===== src/rtl/bxl_pkg.sv =====
package bxl_pkg;

    localparam int ADDR_W  = 32;
    localparam int PAGE_LSB = 12;
    localparam int PN_W    = ADDR_W - PAGE_LSB;   // 20-bit page number
    localparam int HI_W    = 4;                   // exact-compare field
    localparam int MID_W   = 11;                  // maskable field
    localparam int OFF_W   = 5;                   // pass-through page bits
    localparam int NUM_BANKS = 2;                 // index 1 = fetch bank

    // decoded upper word: only the bits the match logic uses
    typedef struct packed {
        logic [HI_W-1:0]  ea_hi;   // word bits 31:28
        logic [MID_W-1:0] ea_mid;  // word bits 27:17
        logic [MID_W-1:0] len;     // word bits 12:2, aligns with 27:17
        logic             sup_ok;  // word bit 1
        logic             usr_ok;  // word bit 0
    } bxl_upper_t;

    // decoded lower word
    typedef struct packed {
        logic [HI_W-1:0]  pa_hi;   // word bits 31:28
        logic [MID_W-1:0] pa_mid;  // word bits 27:17
        logic             rw;      // word bit 1
        logic             ro;      // word bit 0
    } bxl_lower_t;

    typedef struct packed {
        bxl_upper_t up;
        bxl_lower_t lo;
    } bxl_entry_t;

    typedef enum logic [1:0] {
        PERM_NONE = 2'b00,
        PERM_RO   = 2'b01,
        PERM_RW   = 2'b11
    } bxl_perm_t;

    typedef struct packed {
        logic            hit;
        logic [PN_W-1:0] ppn;
        bxl_perm_t       perm;
    } bxl_result_t;

    function automatic bxl_upper_t unpack_upper(input logic [ADDR_W-1:0] w);
        bxl_upper_t u;
        u.ea_hi  = w[31:28];
        u.ea_mid = w[27:17];
        u.len    = w[12:2];
        u.sup_ok = w[1];
        u.usr_ok = w[0];
        return u;
    endfunction

    function automatic bxl_lower_t unpack_lower(input logic [ADDR_W-1:0] w);
        bxl_lower_t l;
        l.pa_hi  = w[31:28];
        l.pa_mid = w[27:17];
        l.rw     = w[1];
        l.ro     = w[0];
        return l;
    endfunction

    function automatic bxl_perm_t decode_perm(input bxl_lower_t l);
        if (l.rw)      return PERM_RW;
        else if (l.ro) return PERM_RO;
        else           return PERM_NONE;
    endfunction

endpackage


===== src/rtl/bxl_regbank.sv =====
module bxl_regbank
    import bxl_pkg::*;
#(
    parameter int N_ENT = 4,
    localparam int IDX_W = (N_ENT > 1) ? $clog2(N_ENT) : 1
) (
    input  logic                    clk,
    input  logic                    rst,
    input  logic                    wr_en,
    input  logic                    wr_ibank,
    input  logic [IDX_W-1:0]        wr_idx,
    input  logic                    wr_upper,
    input  logic [ADDR_W-1:0]       wr_data,
    output bxl_entry_t [NUM_BANKS-1:0][N_ENT-1:0] banks_o
);

    bxl_upper_t up_dec;
    bxl_lower_t lo_dec;
    logic       unused_bits;

    assign up_dec      = unpack_upper(wr_data);
    assign lo_dec      = unpack_lower(wr_data);
    assign unused_bits = ^wr_data[16:13];

    for (genvar b = 0; b < NUM_BANKS; b++) begin : g_bank
        for (genvar e = 0; e < N_ENT; e++) begin : g_ent
            bxl_entry_t ent_q;
            logic       sel;

            assign sel = wr_en && (wr_ibank == 1'(b)) && (wr_idx == IDX_W'(e));

            always_ff @(posedge clk) begin
                if (rst) begin
                    ent_q <= '0;
                end else if (sel) begin
                    if (wr_upper) ent_q.up <= up_dec;
                    else          ent_q.lo <= lo_dec;
                end
            end

            assign banks_o[b][e] = ent_q;
        end
    end

endmodule


===== src/rtl/bxl_entry_cmp.sv =====
module bxl_entry_cmp
    import bxl_pkg::*;
(
    input  bxl_entry_t      ent,
    input  logic [PN_W-1:0] vpn,
    input  logic            user,
    output logic            match,
    output bxl_result_t     res
);

    logic [HI_W-1:0]  a_hi;
    logic [MID_W-1:0] a_mid;
    logic [OFF_W-1:0] a_off;
    logic             priv_ok;

    assign a_hi  = vpn[PN_W-1 -: HI_W];
    assign a_mid = vpn[OFF_W +: MID_W];
    assign a_off = vpn[OFF_W-1:0];

    assign priv_ok = user ? ent.up.usr_ok : ent.up.sup_ok;

    always_comb begin
        match = priv_ok
             && (a_hi == ent.up.ea_hi)
             && ((a_mid & ~ent.up.len) == ent.up.ea_mid);
        res.hit  = match;
        res.ppn  = {ent.lo.pa_hi, (a_mid & ent.up.len) | ent.lo.pa_mid, a_off};
        res.perm = decode_perm(ent.lo);
    end

endmodule


===== src/rtl/bxl_prio_sel.sv =====
module bxl_prio_sel
    import bxl_pkg::*;
#(
    parameter int N_ENT = 4
) (
    input  logic        [N_ENT-1:0] match,
    input  bxl_result_t [N_ENT-1:0] cand,
    output bxl_result_t             sel
);

    // scan from the top so the lowest index is written last and wins
    always_comb begin
        sel = '0;
        for (int i = N_ENT - 1; i >= 0; i--) begin
            if (match[i]) sel = cand[i];
        end
    end

endmodule


===== src/rtl/bxl_matcher.sv =====
module bxl_matcher
    import bxl_pkg::*;
#(
    parameter int N_ENT = 4,
    localparam int IDX_W = (N_ENT > 1) ? $clog2(N_ENT) : 1
) (
    input  logic               clk,
    input  logic               rst,
    input  logic               wr_en,
    input  logic               wr_ibank,
    input  logic [IDX_W-1:0]   wr_idx,
    input  logic               wr_upper,
    input  logic [ADDR_W-1:0]  wr_data,
    input  logic               lk_vld,
    input  logic               lk_fetch,
    input  logic               lk_user,
    input  logic [ADDR_W-1:0]  lk_addr,
    output logic               res_vld,
    output logic               res_hit,
    output logic               res_miss,
    output logic [ADDR_W-1:0]  res_paddr,
    output logic               res_rd,
    output logic               res_wr
);

    bxl_entry_t  [NUM_BANKS-1:0][N_ENT-1:0] banks;
    bxl_entry_t  [N_ENT-1:0]                act_bank;
    logic        [N_ENT-1:0]                match;
    bxl_result_t [N_ENT-1:0]                cand;
    bxl_result_t                            sel;
    bxl_result_t                            res_q;
    logic                                   vld_q;
    logic                                   unused_off;

    assign unused_off = ^lk_addr[PAGE_LSB-1:0];

    bxl_regbank #(.N_ENT(N_ENT)) u_regs (
        .clk      (clk),
        .rst      (rst),
        .wr_en    (wr_en),
        .wr_ibank (wr_ibank),
        .wr_idx   (wr_idx),
        .wr_upper (wr_upper),
        .wr_data  (wr_data),
        .banks_o  (banks)
    );

    // one compare array shared by both banks
    assign act_bank = lk_fetch ? banks[1] : banks[0];

    for (genvar e = 0; e < N_ENT; e++) begin : g_cmp
        bxl_entry_cmp u_cmp (
            .ent   (act_bank[e]),
            .vpn   (lk_addr[ADDR_W-1:PAGE_LSB]),
            .user  (lk_user),
            .match (match[e]),
            .res   (cand[e])
        );
    end

    bxl_prio_sel #(.N_ENT(N_ENT)) u_sel (
        .match (match),
        .cand  (cand),
        .sel   (sel)
    );

    always_ff @(posedge clk) begin
        if (rst) begin
            vld_q <= 1'b0;
            res_q <= '0;
        end else begin
            vld_q <= lk_vld;
            res_q <= lk_vld ? sel : '0;
        end
    end

    assign res_vld   = vld_q;
    assign res_hit   = res_q.hit;
    assign res_miss  = vld_q & ~res_q.hit;
    assign res_paddr = {res_q.ppn, {PAGE_LSB{1'b0}}};
    assign res_rd    = res_q.perm[0];
    assign res_wr    = res_q.perm[1];

endmodule


===== config.mk =====
export PLATFORM = sky130hd
export DESIGN_NAME = bxl_matcher
export DESIGN_NICKNAME = d
export VERILOG_FILES = /design/src/rtl/bxl_pkg.sv /design/src/rtl/bxl_regbank.sv /design/src/rtl/bxl_entry_cmp.sv /design/src/rtl/bxl_prio_sel.sv /design/src/rtl/bxl_matcher.sv
export SDC_FILE = /design/constraint.sdc
export NUM_CORES = 1
export LEC_CHECK = 0
export ABC_AREA = 1
export BUFFER_PORTS_ARGS = -buffer_cell sky130_fd_sc_hd__buf_4
export CELL_PAD_IN_SITES_DETAIL_PLACEMENT = 0
export CELL_PAD_IN_SITES_GLOBAL_PLACEMENT = 2
export CORE_MARGIN = 4
export CORE_UTILIZATION = 37
export CTS_BUF_LIST = sky130_fd_sc_hd__clkbuf_8 sky130_fd_sc_hd__clkbuf_16
export CTS_CLUSTER_SIZE = 10
export DETAILED_ROUTE_END_ITERATION = 6
export PLACE_DENSITY = 0.87
export SYNTH_ARGS = -nofsm -noshare
export SYNTH_HDL_FRONTEND = slang
export SYNTH_SLANG_ARGS = --single-unit

===== constraint.sdc =====
create_clock -name clk -period 5.4 [get_ports clk]
set_input_delay 0.27 -clock clk [delete_from_list [all_inputs] [get_ports clk]]
set_output_delay 0.27 -clock clk [all_outputs]
set_load 0.01 [all_outputs]

# After elaboration in Yosys (flattened, before gate mapping)

Index checks and enable logic that the tools add are counted.

Flip-flop bits (word level): 384
Input bits: 74
Output and inout port bits: 37
Word-level logic and storage cells: 161

Eq/ne operators: 11
Multiplexer cells: 17
Bitwise operators: 21
Reductions and logical operators: 36

Operators by type and width:

| kind                 | count |
|---|---|
| $mux W180            | 1 |
| $mux W23             | 4 |
| $and A11 B11 Y11     | 8 |
| $eq A11 B11 Y1       | 4 |
| $not A11 Y11         | 4 |
| $or A11 B11 Y11      | 4 |
| $reduce_and A2 Y1    | 16 |
| $logic_and A1 B1 Y1  | 18 |
| $eq A4 B4 Y1         | 4 |
| $mux W1              | 8 |
| $mux W2              | 4 |
| $eq A2 B2 Y1 const B | 2 |
| $not A1 Y1           | 4 |
| $eq A2 B1 Y1 const B | 1 |
| $logic_not A2 Y1     | 1 |
| $reduce_or A2 Y1     | 1 |
| $and A1 B1 Y1        | 1 |

# Logic depth before layout (Yosys ltp)

Depth after elaboration: 9
Depth in mapped cells: 19
Mapped depth without buffers: 16

# Hierarchy

A second synthesis with hierarchy kept.

Cell total of the unflattened synthesis: 3916
Area total of the unflattened synthesis: 22293.9 um2

Modules (own cells, without submodules):

| module        | times used | cells an instance | area each (um2) | sequential area each (um2) |
|---|---|---|---|---|
| bxl_regbank   | 1          | 2561              | 15991.6         | 7206.9 |
| bxl_matcher   | 1          | 670               | 3074.2          | 480.5 |
| bxl_entry_cmp | 4          | 121               | 591.8           | 0.0 |
| bxl_prio_sel  | 1          | 201               | 860.8           | 0.0 |

# Least setup slack after synthesis

Ideal clock, no wire load.

Kind: input to register
Start point: input port lk_fetch
End point: register res_q (netlist bit res_paddr[20])
Setup time: 0.117 ns
Data arrival time: 1.762 ns
Required time: 5.283 ns
Slack: 3.521 ns
Stages on the path: 14
Buffers on the path: 4
Cell sequence: buf_4 > buf_6 > buf_4 > o21ai_0 > o21ai_0 > nand2_1 > nor2_1 > nand2_1 > nor2_1 > nand2_1 > clkbuf_1 > o21ai_0 > nor2_1 > nor2_1

Cells in the longest elaborated chain, start to end: 9
Elaborated cells between the ends (all ways): 41
Those cells by class: eq/ne: 8; mux: 9; bitwise: 16; reduce/logical: 8

RTL lines:

| element                | line                | source |
|---|---|---|
| start, declared        | bxl_matcher.sv:15   | `input logic lk_fetch,` |
| $mux W180 (*)          | bxl_matcher.sv:49   | `assign act_bank = lk_fetch ? banks[1] : banks[0];` |
| $not A11 Y11           | bxl_entry_cmp.sv:25 | `&& ((a_mid & ~ent.up.len) == ent.up.ea_mid);` |
| $and A11 B11 Y11       | bxl_entry_cmp.sv:25 |  |
| $eq A11 B11 Y1         | bxl_entry_cmp.sv:25 |  |
| $logic_and A1 B1 Y1    | bxl_entry_cmp.sv:25 |  |
| $mux W23 (3 in series) | bxl_prio_sel.sv:15  | `if (match[i]) sel = cand[i];` |
| $mux W23 (*)           | bxl_prio_sel.sv:15  |  |
| end signal, assigned   | bxl_matcher.sv:73   | `res_q <= lk_vld ? sel : '0;` |
| end, declared          | bxl_matcher.sv:31   | `bxl_result_t res_q;` |

Every way passes the cells marked *; elsewhere a longest branch is shown, timed or not.
A chain may end at the register's enable or synchronous reset.

# Worst setup path in the final report

Start point: input port lk_fetch
End point: register res_q (netlist bit res_paddr[16])

The elaborated chain is that of the path after synthesis.

==> metrics.md <==
| Metric | Value |
|---|---|
| Post-route insts no fill | between 3000 and 4000 |
| Post-synth EDFFs | 0 |
| Endpoints failing hold | 0 |
| Diodes inserted | 0 |
| Outcome | finished, final reports clean |
| Worst-margin pin slew | around 1.4 ns |
| Ys async rst share | 0 |
| ANT nets after route | 0 |
| TNS Setup | 0 ns |
| Worst Path Required | roughly 5.8 ns |
| Worst slew margin | 0.0997 |
| Num rows | 82 |
| Syn avg cell area | 6.66 um^2 |
| Period utilization | 0.589 |
| Gp weighted congestion | between 0.8 and 0.9 |
| Final Max Slew Viols | 0 |
| Yosys top cell by area | dfxtp_1 |
| Htree depth | 2 |
| Total track usage | 0.254 |
| CORE AREA | about 50000 um^2 |
| Clk_skew | ~0.011 ns |
| Synth Warn # | 0 |
| CP startpoint kind | input port |
| Vias in the first global route | between 15000 and 20000 |
| Detailed Place HPWL | between 40000 and 50000 um |
| Die area | roughly 54000 um^2 |
| Sequential-to-total area share from yosys stat | 0.412 |
| HP Class | in -> reg |
| Routed via count | approximately 18000 |
| Critical Path AT | 3.61 ns |
| CTS tree | built |
| Residual DRC | 0 |
| Clock slew at reported path FFs | approximately 0.05 ns |
| Fraction of layout cells with a size suffix above 1 | 0.0730 |
| Setup CP Type | in -> reg |
| Later-pin clock latency in the skew report | 0.58 ns |
| Peak VDD IR | around 0.21 mV |
| Clock root buffer | clkbuf_16 |
| Post-synth top area share | 0.412 |
| Power Density | 307 nW/um^2 |
| GR Overflow Total | 0 |
| CTS max path bufs | 3 |
| First-pass GRT wire length | 105000 um |
| Pin count of the biggest net entering global routing | ~240 |
| Cells after DPL | between 3000 and 4000 |
| WL/cell | around 20 um |
| Synth Cell Area | around 19000 um^2 |
| Num CTS Buffers | 46 |
| Max frequency | approximately 310 MHz |
| Die H | approximately 230 um |
| Post-Syn Instances | about 2800 |
| Io pins | roughly 110 |
| Worst Path Max Fanout | 86 |
| Worst setup EP type | register |
| Register bit total from synthesis | between 300 and 400 |
| Main flop type after synthesis | dfxtp_1 |
| CTS sink cnt | approximately 380 |
| Synth top area cells | dfxtp_1 41%, nand2_1 16%, a211oi_1 6.6%, a21oi_1 5.9%, nand3_1 5.9% |
| 1st-pass router iterations | 6 |
| Die X | around 230 um |
| Fin nets | ~2800 |
| Layout area overhead | 12.1% |
| Total power | between 6000 and 7000 uW |
| Minimum clock period | 3.18 ns |
| Final instance area | 20900 um^2 |
| Yosys cell types | 37 |
| RSZ-0062 raised after global routing | no |
| Via-to-Cell Ratio | roughly 5.3 |
| Area post-placement | between 15000 and 20000 um^2 |
| Total Wirelength | about 70000 um |
| Effective utilization at floorplan | 0.374 |
| Antenna violations before repair | 0 |
| Starting DRT DRC Count | 1871 |
| # setup viols final | 0 |
| # port buffers | 82 |
| Leak | 0.00829 uW |
| Max-cap violations | 0 |
[where the power goes]
part	internal (uW)	switching, uW
logic	155	469
clock network	1700	1210
registers	2880	15.7
total	4730	1690
[layer usage]
metal  GRT usage  share of wire
met3      0.0338          0.057
met1       0.361           0.46
met5           0              0
met4      0.0910          0.036
met2       0.394           0.44
[worst paths after layout]
kind | from | endpoint | slack [ns] | depth (start not counted)
setup / recovery | lk_fetch | res_paddr[16]$_SDFF_PP0_ | 2.22 | 13
hold / removal | wr_data[5] | u_regs.banks_o[337]$_SDFFE_PP0P_ | 0.03 | 3
setup reg to reg | u_regs.banks_o[74]$_SDFFE_PP0P_ | res_paddr[16]$_SDFF_PP0_ | 2.52 | 10
hold reg to reg | u_regs.banks_o[170]$_SDFFE_PP0P_ | u_regs.banks_o[170]$_SDFFE_PP0P_ | 0.45 | 2
[per-stage QoR]
step / hold slack, ns / util / worst slack, ns
after CTS: 0.0000989 / 0.419 / 2.31
final: 0.0318 / 0.419 / 2.22
after global routing: 0.0235 / 0.419 / 1.97
after floorplan: 0.382 / - / 3.52
after global placement: 0.444 / 0.389 / 1.72
after detailed placement: 0.446 / 0.389 / 1.70
[worst max-delay path, stage by stage]
cell,delay (ns)
clkbuf_8,0.41
buf_12,0.43
nand2_1,0.09
o21ai_1,0.41
nand3_1,0.29
nand2_1,0.15
nor2_1,0.04
nand2_1,0.09
nor2_4,0.10
nand2_2,0.36
nand2_1,0.15
o21ai_1,0.51
nor2_1,0.11
[placed cells by master (no fill, tap or decap), drive strengths merged]
cell and n:
nand3b 4, and2 2, conb 12, o21ai 124, nand4 53, dlygate4sd3 10, nand3 219, o21bai 3
nand2 782, nor3 6, a31oi 2, buf 116, mux2i 2, a221oi 4, o211ai 9, inv 275
or2 4, clkinv 3, a211oi 164, a21oi 221, o221ai 16, xor2 2, clkbuf 57, dfxtp 384
o22ai 3, a221o 1, nor2 289
[flip-flops by register name, indices dropped and copies added, names as in the netlist]
register and count:
u_regs.banks_o 360, res_paddr 20, res_hit 1, res_rd 1, res_vld 1, res_wr 1
[timing repair]
| item | CTS | global route |
|---|---|---|
| resized for setup | 0 | 0 |
| hold buffers | 10 | 0 |
| buffers inserted | 0 | 0 |
| hold endpoints to repair | 10 | 0 |
[logic make-up after synthesis]
kind of cell | after synthesis | share of synthesized area
and+or+nand+nor | 1359 | 0.301
xor gates and xnor gates | 2 | 0.000939
muxes | 2 | 0.00107
other | 1 | 0.000201
DFF | 384 | 0.412
buffers and inverters | 506 | 0.110
AOI/OAI and AO/OA | 547 | 0.175
[cells in the mapped netlist, types with 4 or more instances]
cell / number
nor2_4: 4
nand3_1: 219
o221ai_1: 16
or2_2: 4
a221oi_1: 4
o211ai_1: 9
clkbuf_1: 159
o21ai_1: 32
buf_2: 20
clkbuf_2: 11
nand4_1: 53
nand3b_1: 4
nand2_1: 778
buf_6: 5
inv_1: 259
clkinv_1: 4
buf_4: 22
buf_1: 23
a21oi_1: 221
a211oi_1: 164
dfxtp_1: 384
o21ai_0: 91
nor2_1: 285
[cell type report]
class / count / area, um^2
tap: 672 / 841
clock buffer: 56 / 1320
sequential: 384 / 7690
fill: 5273 / 29000
inverter: 266 / 1000
multi-input combinational: 1922 / 9010
timing repair buffer: 127 / 1020
clock inverter: 12 / 45.0
No activity file was read; power rests on OpenSTA's default activity.
